$ cat src/rtl/fpw_pkg.sv
package fpw_pkg;
    typedef enum logic [2:0] {
        CLS_ZERO,
        CLS_SUB,
        CLS_NORM,
        CLS_INF,
        CLS_QNAN,
        CLS_SNAN
    } fcls_e;
endpackage

$ cat src/rtl/fpw_classify.sv
module fpw_classify
    import fpw_pkg::*;
#(
    parameter int EXP_W = 5,
    parameter int MAN_W = 10
) (
    input  logic [EXP_W-1:0] exp_in,
    input  logic [MAN_W-1:0] man_in,
    input  logic             alt_fmt,
    output fcls_e            cls
);
    logic exp_ones;
    logic exp_none;
    logic man_none;

    always_comb begin
        exp_ones = &exp_in;
        exp_none = ~|exp_in;
        man_none = ~|man_in;
        if (exp_none) begin
            cls = man_none ? CLS_ZERO : CLS_SUB;
        end else if (exp_ones && !alt_fmt) begin
            if (man_none) begin
                cls = CLS_INF;
            end else if (man_in[MAN_W-1]) begin
                cls = CLS_QNAN;
            end else begin
                cls = CLS_SNAN;
            end
        end else begin
            cls = CLS_NORM;
        end
    end
endmodule

$ cat src/rtl/fpw_lzc.sv
module fpw_lzc #(
    parameter int W  = 10,
    parameter int CW = $clog2(W + 1)
) (
    input  logic [W-1:0]  vec,
    output logic [CW-1:0] cnt
);
    always_comb begin
        cnt = CW'(W);
        for (int i = 0; i < W; i++) begin
            if (vec[i]) begin
                cnt = CW'(W - 1 - i);
            end
        end
    end
endmodule

$ cat src/rtl/fpw_pack.sv
module fpw_pack
    import fpw_pkg::*;
#(
    parameter int HEXP_W = 5,
    parameter int HMAN_W = 10,
    parameter int SEXP_W = 8,
    parameter int SMAN_W = 23,
    parameter int CW     = $clog2(HMAN_W + 1)
) (
    input  fcls_e                    cls,
    input  logic                     sign_in,
    input  logic [HEXP_W-1:0]        exp_in,
    input  logic [HMAN_W-1:0]        man_in,
    input  logic [CW-1:0]            lz,
    input  logic                     dnan_mode,
    output logic [SEXP_W+SMAN_W:0]   result,
    output logic                     invalid
);
    localparam int HBIAS      = (2 ** (HEXP_W - 1)) - 1;
    localparam int SBIAS      = (2 ** (SEXP_W - 1)) - 1;
    localparam int BIAS_DELTA = SBIAS - HBIAS;
    localparam int PAD        = SMAN_W - HMAN_W;
    localparam logic [SEXP_W-1:0] EXP_ONES = '1;
    localparam logic [SMAN_W-1:0] QUIET_BIT = SMAN_W'(1) << (SMAN_W - 1);

    logic              r_sign;
    logic [SEXP_W-1:0] r_exp;
    logic [SMAN_W-1:0] r_man;
    logic [HMAN_W-1:0] sub_man;
    logic [SMAN_W-1:0] wide_man;

    always_comb begin
        sub_man  = man_in << (lz + CW'(1));
        wide_man = {man_in, {PAD{1'b0}}};
        r_sign   = sign_in;
        r_exp    = '0;
        r_man    = '0;
        invalid  = 1'b0;
        unique case (cls)
            CLS_ZERO: begin
                r_exp = '0;
            end
            CLS_SUB: begin
                r_exp = SEXP_W'(BIAS_DELTA) - SEXP_W'(lz);
                r_man = {sub_man, {PAD{1'b0}}};
            end
            CLS_NORM: begin
                r_exp = SEXP_W'(BIAS_DELTA) + SEXP_W'(exp_in);
                r_man = wide_man;
            end
            CLS_INF: begin
                r_exp = EXP_ONES;
            end
            CLS_QNAN, CLS_SNAN: begin
                invalid = (cls == CLS_SNAN);
                r_exp   = EXP_ONES;
                if (dnan_mode) begin
                    r_sign = 1'b0;
                    r_man  = QUIET_BIT;
                end else begin
                    r_man  = wide_man | QUIET_BIT;
                end
            end
            default: begin
                r_exp = '0;
            end
        endcase
        result = {r_sign, r_exp, r_man};
    end
endmodule

$ cat src/rtl/half_to_single_widen.sv
module half_to_single_widen
    import fpw_pkg::*;
#(
    parameter int HALF_EXP_W = 5,
    parameter int HALF_MAN_W = 10,
    parameter int SGL_EXP_W  = 8,
    parameter int SGL_MAN_W  = 23
) (
    input  logic [HALF_EXP_W+HALF_MAN_W:0] half_in,
    input  logic                           alt_fmt,
    input  logic                           dnan_mode,
    output logic [SGL_EXP_W+SGL_MAN_W:0]   single_out,
    output logic                           invalid
);
    localparam int HALF_W = HALF_EXP_W + HALF_MAN_W + 1;
    localparam int LZ_W   = $clog2(HALF_MAN_W + 1);

    logic                  h_sign;
    logic [HALF_EXP_W-1:0] h_exp;
    logic [HALF_MAN_W-1:0] h_man;
    logic [LZ_W-1:0]       h_lz;
    fcls_e                 h_cls;

    assign h_sign = half_in[HALF_W-1];
    assign h_exp  = half_in[HALF_W-2:HALF_MAN_W];
    assign h_man  = half_in[HALF_MAN_W-1:0];

    fpw_classify #(
        .EXP_W(HALF_EXP_W),
        .MAN_W(HALF_MAN_W)
    ) u_classify (
        .exp_in (h_exp),
        .man_in (h_man),
        .alt_fmt(alt_fmt),
        .cls    (h_cls)
    );

    fpw_lzc #(
        .W (HALF_MAN_W),
        .CW(LZ_W)
    ) u_lzc (
        .vec(h_man),
        .cnt(h_lz)
    );

    fpw_pack #(
        .HEXP_W(HALF_EXP_W),
        .HMAN_W(HALF_MAN_W),
        .SEXP_W(SGL_EXP_W),
        .SMAN_W(SGL_MAN_W),
        .CW    (LZ_W)
    ) u_pack (
        .cls      (h_cls),
        .sign_in  (h_sign),
        .exp_in   (h_exp),
        .man_in   (h_man),
        .lz       (h_lz),
        .dnan_mode(dnan_mode),
        .result   (single_out),
        .invalid  (invalid)
    );
endmodule

$ cat config.mk
export PLATFORM = sky130hd
export DESIGN_NAME = half_to_single_widen
export DESIGN_NICKNAME = d
export VERILOG_FILES = /design/src/rtl/fpw_pkg.sv /design/src/rtl/fpw_classify.sv /design/src/rtl/fpw_lzc.sv /design/src/rtl/fpw_pack.sv /design/src/rtl/half_to_single_widen.sv
export SDC_FILE = /design/constraint.sdc
export NUM_CORES = 1
export LEC_CHECK = 0
export BUFFER_PORTS_ARGS = -buffer_cell sky130_fd_sc_hd__buf_4
export CORE_UTILIZATION = 30
export DETAILED_ROUTE_END_ITERATION = 8
export GPL_TIMING_DRIVEN = 0
export PLACE_DENSITY = 0.68
export SKIP_LAST_GASP = 1
export SYNTH_ARGS = -nofsm -noshare
export SYNTH_HDL_FRONTEND = slang
export SYNTH_SLANG_ARGS = --single-unit
$ cat constraint.sdc
create_clock -name vclk -period 3.1
set_input_delay 0.31 -clock vclk [all_inputs]
set_output_delay 0.31 -clock vclk [all_outputs]
set_load 0.005 [all_outputs]
==> results.md, run 1 <==
* Outcome: finished clean
* Via count at 1320
* Final WL at 3150 µm
* Initial Util at 0.326
* Design area at 1430 µm²
* Setup CP Type: primary input to primary output
* Reg power frac at 0
* DR vias/cell at 5.22
* Layout net count at 231
* Critical Path Sink Type: primary output
* Max cap viols at 0
* Sequence of cells on the critical path: clkbuf_2 -> or2_2 -> o21ai_0 -> a211o_1 -> inv_1 -> ha_1 -> xnor2_4 -> or4_1 -> a32o_1 -> buf_4
* Final hold vios at 0
* Area of the mapped netlist at 1040 µm²
* Syn avg cell area at 6.32 µm²
* Die span in y at 60.8 µm
* Final Max Slew Viols at 0
* HP Class: primary input to primary output
* Leak pwr at 0.678 nW
* Final GP Congestion at 0.909
* Worst-path fanout max at 10
* PwrDens at 144 nW/µm²
* Final min period at 3.00 ns
* FF/Latch Area at 0 µm²
* Clock buf count at 0
* Internal Power at 0.0000994 W
* Slew @ Worst Pin at 0.533 ns
* Crit path max-delay cell type: or4_1
* Total core area at 3180 µm²
* Die width at 60.8 µm
* Crit-path max cell delay at 0.54 ns
* Hold slack final at 0.891 ns
* GRT Total Usage at 0.180
* First-pass GRT wire length at 5290 µm
* Residual DRC at 0
* Post-detail-place hpwl at 2400 µm
* Share of cells above drive strength 1 at 0.311
* Post-synthesis sequential area ratio at 0
* Largest net degree at the start of global routing at 11
* Slew margin rel. at 0.643
* Post-route ant nets at 0
* Final period util at 0.968
* Maximum vdd drop at 0.0000550 V
* Setup violations, final at 0
* Worst setup SP type: primary input
* Synth warn at 0
* Synth unique cells at 51
* Worst endpoint required time at 2.79 ns
* Boundary pin count at 51
* Setup TNS at 0 ns
* Floorplan row count at 20
* ANT cells at 0
* NetSw at 0.000107 W
* Num sequential at 0
* CP top delay family: simple AND/OR/NAND/NOR gates
* Drt first-iter violations at 58
* First-pass DRT Iterations at 4
* WP buf/inv at 3
* GRT overflow at 0
* Synth-to-Final Area Change at 38.1%
* Initial antenna violation count at 0
* Cells after synthesis at 164
* Fmax at 333 MHz
* Placed Area at 1390 µm²
* Clock power frac at 0
* Sw Ratio at 0.518
* Share of total power in combinational logic at 1.000
* Port buffer count at 33
* RSZ-0062 raised after global routing: no
* DIE AREA at 3700 µm²
* Drt wl/cell at 12.4 µm
* Arr. time, crit path at 2.69 ns
* Vias in the first global route at 1151
## layer usage
layer  GRT usage  vias to the layer above  part of all wire
met4      0.0422                        0             0.018
met1       0.255                      577              0.44
met2       0.301                       75              0.45
li1            -                      662                 -
met3     0.00640                        6             0.085
met5           0                        -                 0
## area by class of cell
type,instances,area [µm²]
Fill cell,345,1750
Multi-Input combinational cell,141,922
Timing Repair Buffer,35,263
Buffer,25,163
Tap cell,44,55.1
Inverter,8,30.0
## repair_timing
item	in CTS	in global routing
endpoints found under the setup margin	9	6
pin swaps	0	1
hold buffers	0	0
gates resized for setup	8	1
endpoints found under the hold margin	0	0
gates cloned	0	0
buffers inserted	1	1
## cells by family (layout without fill, tap and decap cells)
kind of cell	Yosys count	after routing	synth area share
compound gates	56	56	0.379
xor+xnor	3	3	0.0434
fa+ha+maj	2	2	0.0241
buf+inv	35	68	0.189
mux	1	1	0.00965
other cells	1	13	0.00362
simple gates	66	66	0.351
## final timing paths
check,startpoint,cells past startpoint,end
min,half_in[11],3,single_out[24]
max,half_in[2],10,single_out[19]
## power groups by stage
stage | clock (W) | combinational (W) | sequential [W]
global placement | 0 | 0.000192 | 0
detailed placement | 0 | 0.000192 | 0
CTS | 0 | 0.000202 | 0
finish | 0 | 0.000206 | 0
global route | 0 | 0.000229 | 0
floorplan | 0 | 0.000127 | 0
## cell usage after synthesis (all sizes together), types with 3 or more instances
cell	n	area, µm²
nand2	19	71.3
buf	17	129
nor2	15	72.6
o21ai	12	60.1
clkbuf	10	37.5
a21oi	8	40.0
inv	8	30.0
o211ai	6	45.0
nand2b	5	31.3
nand3	5	25.0
and3	4	25.0
o21a	4	30.0
o221ai	4	35.0
nor2b	3	18.8
nor3	3	15.0
## cells in the final DEF, fill, tap and decap left out, drive strengths merged, types with 3 or more instances in the layout
master	count
a21oi	8
and3	4
buf	52
clkbuf	8
conb	13
inv	8
nand2	19
nand2b	5
nand3	5
nor2	15
nor2b	3
nor3	3
o211ai	6
o21a	4
o21ai	12
o221ai	4
## stage by stage
step           setup WS [ns]  total power, W   util  instances
2_1_floorplan          0.197        0.000127      -        176
3_3_place_gp          -0.437        0.000192  0.436        253
3_5_place_dp          -0.462        0.000192  0.436        253
4_1_cts               0.0615        0.000202  0.449        254
5_1_grt              0.00788        0.000229  0.451        253
6_report               0.100        0.000206  0.451        253
Power figures use the tool's default switching activity.
==> run 2: changes to the inputs <==
==> constraint.sdc (replaced) <==
create_clock -name vclk -period 3.5
set_input_delay 0.35 -clock vclk [all_inputs]
set_output_delay 0.35 -clock vclk [all_outputs]
set_load 0.005 [all_outputs]
==> results.md, run 2 (synthesis results as in run 1) <==
* Outcome: finished clean
* DIE AREA at 3700 µm²
* Initial antenna violation count at 0
* Boundary pin count at 51
* Final hold vios at 0
* Final GP Congestion at 0.909
* WP buf/inv at 4
* ANT cells at 0
* Sequence of cells on the critical path: clkbuf_1 -> or2_2 -> o21ai_0 -> a211o_1 -> ha_2 -> inv_1 -> clkbuf_1 -> a221o_1 -> o22ai_1 -> nand2_1 -> a32o_1 -> buf_4
* GRT Total Usage at 0.175
* Area occupied by multi-input gates at 912 µm²
* CP most frequent cell: clkbuf_1
* Via count at 1297
* Drt first-iter violations at 66
* Commonest non-fill, non-tap cell in the layout: buf_4
* Fmax at 303 MHz
* Final min period at 3.30 ns
* CP top delay family: compound AO/OA/AOI/OAI gates
* Leak pwr at 0.665 nW
* Cell Count Post-Placement at 253
* Worst setup SP type: primary input
* Clock buf count at 0
* Worst endpoint required time at 3.15 ns
* Crit path max-delay cell type: ha_2
* Max cap viols at 0
* Critical Path Sink Type: primary output
* Die width at 60.8 µm
* Largest net degree at the start of global routing at 11
* Post-route ant nets at 0
* Arr. time, crit path at 2.95 ns
* Setup CP Type: primary input to primary output
* Die span in y at 60.8 µm
* Total core area at 3180 µm²
* DR vias/cell at 5.13
* Residual DRC at 0
* Final WL at 3080 µm
* GRT overflow at 0
* Hold Path Depth at 3
* Most frequent cells in the layout: buf_4, nand2_1, nor2_1, conb_1, o21ai_0
* Vias in the first global route at 1114
* Layout fillers at 343
* Post-detail-place hpwl at 2400 µm
* Setup slack after layout at 0.199 ns
* Slew @ Worst Pin at 0.509 ns
* Setup TNS at 0 ns
* Worst-path fanout max at 10
* Layout net count at 231
* First-pass GRT wire length at 5150 µm
* Share of cells above drive strength 1 at 0.297
* First-pass DRT Iterations at 4
* Hold endpoint: single_out[24]
* Floorplan row count at 20
* Tot Pwr at 0.000177 W
* PwrDens at 125 nW/µm²
* Slew margin rel. at 0.659
* Fin cells at 253
* Setup violations, final at 0
* Min-delay src: half_in[11]
* Postcts setup bufs at 0
* Place WS at -0.142 ns
* Synth-to-Final Area Change at 36.3%
* Initial Util at 0.326
* Crit-path max cell delay at 0.38 ns
* Num sequential at 0
* FF/Latch Area at 0 µm²
* Final Max Slew Viols at 0
* Port buffer count at 33
* Final period util at 0.943
* Drt wl/cell at 12.2 µm
* Maximum vdd drop at 0.0000587 V
* HP Class: primary input to primary output
* Hold-fix buffers, CTS at 0
run 2: changes by cell type in the layout (fill, tap and decap cells not counted):
cell	delta
buf_4	-2
ha_4	-1
clkbuf_2	-1
clkbuf_1	+3
ha_2	+1
run 2: how the worst max path moves through the flow:
| stage | from | endpoint | depth (start not counted) |
|---|---|---|---|
| detailed placement | half_in[7] | single_out[20] | 13 |
| global route | half_in[7] | single_out[20] | 13 |
| global placement | half_in[4] | single_out[20] | 13 |
| CTS | half_in[7] | single_out[20] | 13 |
| finish | half_in[2] | single_out[20] | 12 |
| floorplan | half_in[4] | single_out[20] | 12 |
run 2: layer usage:
metal  vias to the layer above  routed length (µm)  share of wire  global-route usage
li1                        660                   -              -                   -
met1                       572                1370           0.44               0.252
met2                        63                1450           0.47               0.294
met3                         2                 245          0.079             0.00640
met4                         0                  21         0.0068              0.0292
met5                         -                   0              0                   0
run 2: area by class of cell:
cell class	instances	share of cell area
multi-input combinational	141	0.645
timing repair buffer	33	0.175
tap	44	0.0389
buffer	27	0.119
inverter	8	0.0212
run 2: stage by stage:
step	utilization	cell area (µm²)	hold WS, ns
2_1_floorplan	-	1080	0.773
3_3_place_gp	0.436	1390	0.969
3_5_place_dp	0.436	1390	0.967
4_1_cts	0.437	1390	0.971
5_1_grt	0.445	1410	0.990
6_report	0.445	1410	0.969
run 2: repair_timing:
action,CTS,global route
setup endpoints to repair,2,9
cloned,0,0
pin swaps,0,1
gates resized for setup,2,7
run 2: power by group:
part	total [W]	internal (W)	leakage (nW)	switching, W
combinational	0.000177	0.0000847	0.665	0.0000926
clock	0	0	0	0
sequential	0	0	0	0
total	0.000177	0.0000847	0.665	0.0000926
==> run 3: changes to the inputs <==
--- a/config.mk
+++ b/config.mk
@@ -6,6 +6,7 @@
 export NUM_CORES = 1
 export LEC_CHECK = 0
 export BUFFER_PORTS_ARGS = -buffer_cell sky130_fd_sc_hd__buf_4
+export CAP_MARGIN = 20
 export CORE_UTILIZATION = 30
 export DETAILED_ROUTE_END_ITERATION = 8
 export GPL_TIMING_DRIVEN = 0
@@ -13,4 +14,5 @@
 export SKIP_LAST_GASP = 1
 export SYNTH_ARGS = -nofsm -noshare
 export SYNTH_HDL_FRONTEND = slang
+export SYNTH_HIERARCHICAL = 1
 export SYNTH_SLANG_ARGS = --single-unit
==> results.md, run 3 <==
* Outcome: finished clean
* Leak pwr at 0.672 nW
* Max cap viols at 0
* Layout fillers at 334
* Top cells by count, synth: buf_4, nor2_1, a21oi_1, mux2i_1, nand2_1
* First-pass DRT Iterations at 4
* Most frequent cells in the layout: buf_4, nor2_1, conb_1
* Final WL at 2770 µm
* Area occupied by multi-input gates at 908 µm²
* Final GP Congestion at 0.870
* HP Class: primary input to primary output
* RSZ-0062 raised after global routing: no
* Final Max Slew Viols at 0
* Cells after synthesis at 139
* Die width at 60.3 µm
* Port buffer count at 38
* CP top delay family: buffers and inverters
* Arr. time, crit path at 2.98 ns
* WL met3 at 225 µm
* Floorplan row count at 20
* Die span in y at 60.3 µm
* Crit path max-delay cell type: mux4_2
* Post-route ant nets at 0
* Hold Path Depth at 4
* Commonest non-fill, non-tap cell in the layout: buf_4
* Setup slack after layout at 0.168 ns
* Final min period at 3.33 ns
* Worst-path fanout max at 10
* Hold slack final at 1.05 ns
* Share of cells above drive strength 1 at 0.368
* Critical Path Sink Type: primary output
* Worst setup SP type: primary input
* WP buf/inv at 5
* Total core area at 3130 µm²
* Via count at 1165
* Final hold vios at 0
* Setup violations, final at 0
* GRT overflow at 0
* Sequence of cells on the critical path: buf_4 -> nand2b_1 -> a221o_1 -> a221oi_4 -> buf_6 -> inv_1 -> ha_2 -> buf_6 -> mux4_2 -> mux2i_1 -> o21ai_0 -> buf_4
* GRT Total Usage at 0.153
* Min-delay src: half_in[0]
* Synth top area cells: buf_4, mux4_2, mux2i_1
* Place WS at -0.251 ns
* Met2 wire len at 1320 µm
* Worst endpoint required time at 3.15 ns
* Area of the mapped netlist at 1020 µm²
* Drt wl/cell at 11.8 µm
* Hold endpoint: single_out[13]
* M1 wire length at 1220 µm
* Layout net count at 212
* Boundary pin count at 51
* Largest net degree at the start of global routing at 11
* Hold-fix buffers, CTS at 0
* Maximum vdd drop at 0.0000737 V
* Initial antenna violation count at 0
* Residual DRC at 0
* Critical Path Start: half_in[1]
* Syn avg cell area at 7.33 µm²
* Setup CP Type: primary input to primary output
* Fmax at 300 MHz
* Post-detail-place hpwl at 2130 µm
* Top sig layer: met3
* ANT cells at 0
* Synth warn at 6
* Synth-to-Final Area Change at 40.7%
* FF/Latch Area at 0 µm²
* Crit-path max cell delay at 0.50 ns
* Slew margin rel. at 0.543
* Initial Util at 0.326
* DIE AREA at 3630 µm²
* Clock buf count at 0
* Yosys top cell area share at 0.125
* Final period util at 0.952
* Post-synthesis sequential area ratio at 0
* DR vias/cell at 4.98
* Drt first-iter violations at 67
* PwrDens at 128 nW/µm²
* Synth unique cells at 42
* Num sequential at 0
* Vias in the first global route at 986
* Slew @ Worst Pin at 0.685 ns
* Synth area leader: buf_4
* First-pass GRT wire length at 4410 µm
[run 3: cell families (layout without fill, tap and decap cells)]
group           count (synthesis)  after routing  share of synthesized area
simple gates                   46             46                      0.236
compound gates                 41             41                      0.289
buf+inv                        28             67                      0.166
mux                            16             16                      0.220
xor+xnor                        5              5                     0.0614
fa+ha+maj                       2              2                     0.0246
other cells                     1             13                    0.00368
[run 3: worst max path at each step]
stage          slack [ns]             end  depth (start not counted)
2_1_floorplan        0.34  single_out[20]                         10
6_report             0.17  single_out[20]                         12
3_5_place_dp        -0.25  single_out[20]                         12
3_3_place_gp        -0.24  single_out[20]                         12
5_1_grt              0.03  single_out[17]                         13
4_1_cts              0.05  single_out[20]                         12
[run 3: report_power, final]
part / internal [W] / switching [W]
registers: 0 / 0
clock network: 0 / 0
logic: 0.000100 / 0.0000837
total: 0.000100 / 0.0000837
[run 3: area by class of cell]
cell class         instances  area share
plain buffers             21       0.105
inverters                  7      0.0183
multi-input cells        123       0.634
well taps                 44      0.0384
repair buffers            39       0.204
[run 3: repair_timing]
item / in CTS / in global routing
cloned: 0 / 0
gates resized for setup: 1 / 3
pin swaps: 1 / 0
buffers inserted: 1 / 0
setup endpoints to repair: 7 / 6
[run 3: worst min-delay path, cell delays in order]
cell and delay (ns):
buf_4 0.13, nand2_1 0.05, o31ai_1 0.06, buf_4 0.10
[run 3: routing by layer]
metal | global-route usage | vias up
li1 | - | 590
met1 | 0.214 | 522
met2 | 0.268 | 53
met3 | 0.0130 | 0
met4 | 0 | 0
met5 | 0 | -
[run 3: metrics by stage]
| step | total power (W) | util | TNS, ns | area, µm² | instances |
|---|---|---|---|---|---|
| floorplan | 0.000110 | - | 0 | 1060 | 151 |
| global placement | 0.000175 | 0.449 | -0.867 | 1400 | 233 |
| detailed placement | 0.000177 | 0.449 | -0.976 | 1400 | 233 |
| CTS | 0.000180 | 0.455 | 0 | 1420 | 234 |
| global route | 0.000201 | 0.458 | 0 | 1430 | 234 |
| finish | 0.000184 | 0.458 | 0 | 1430 | 234 |
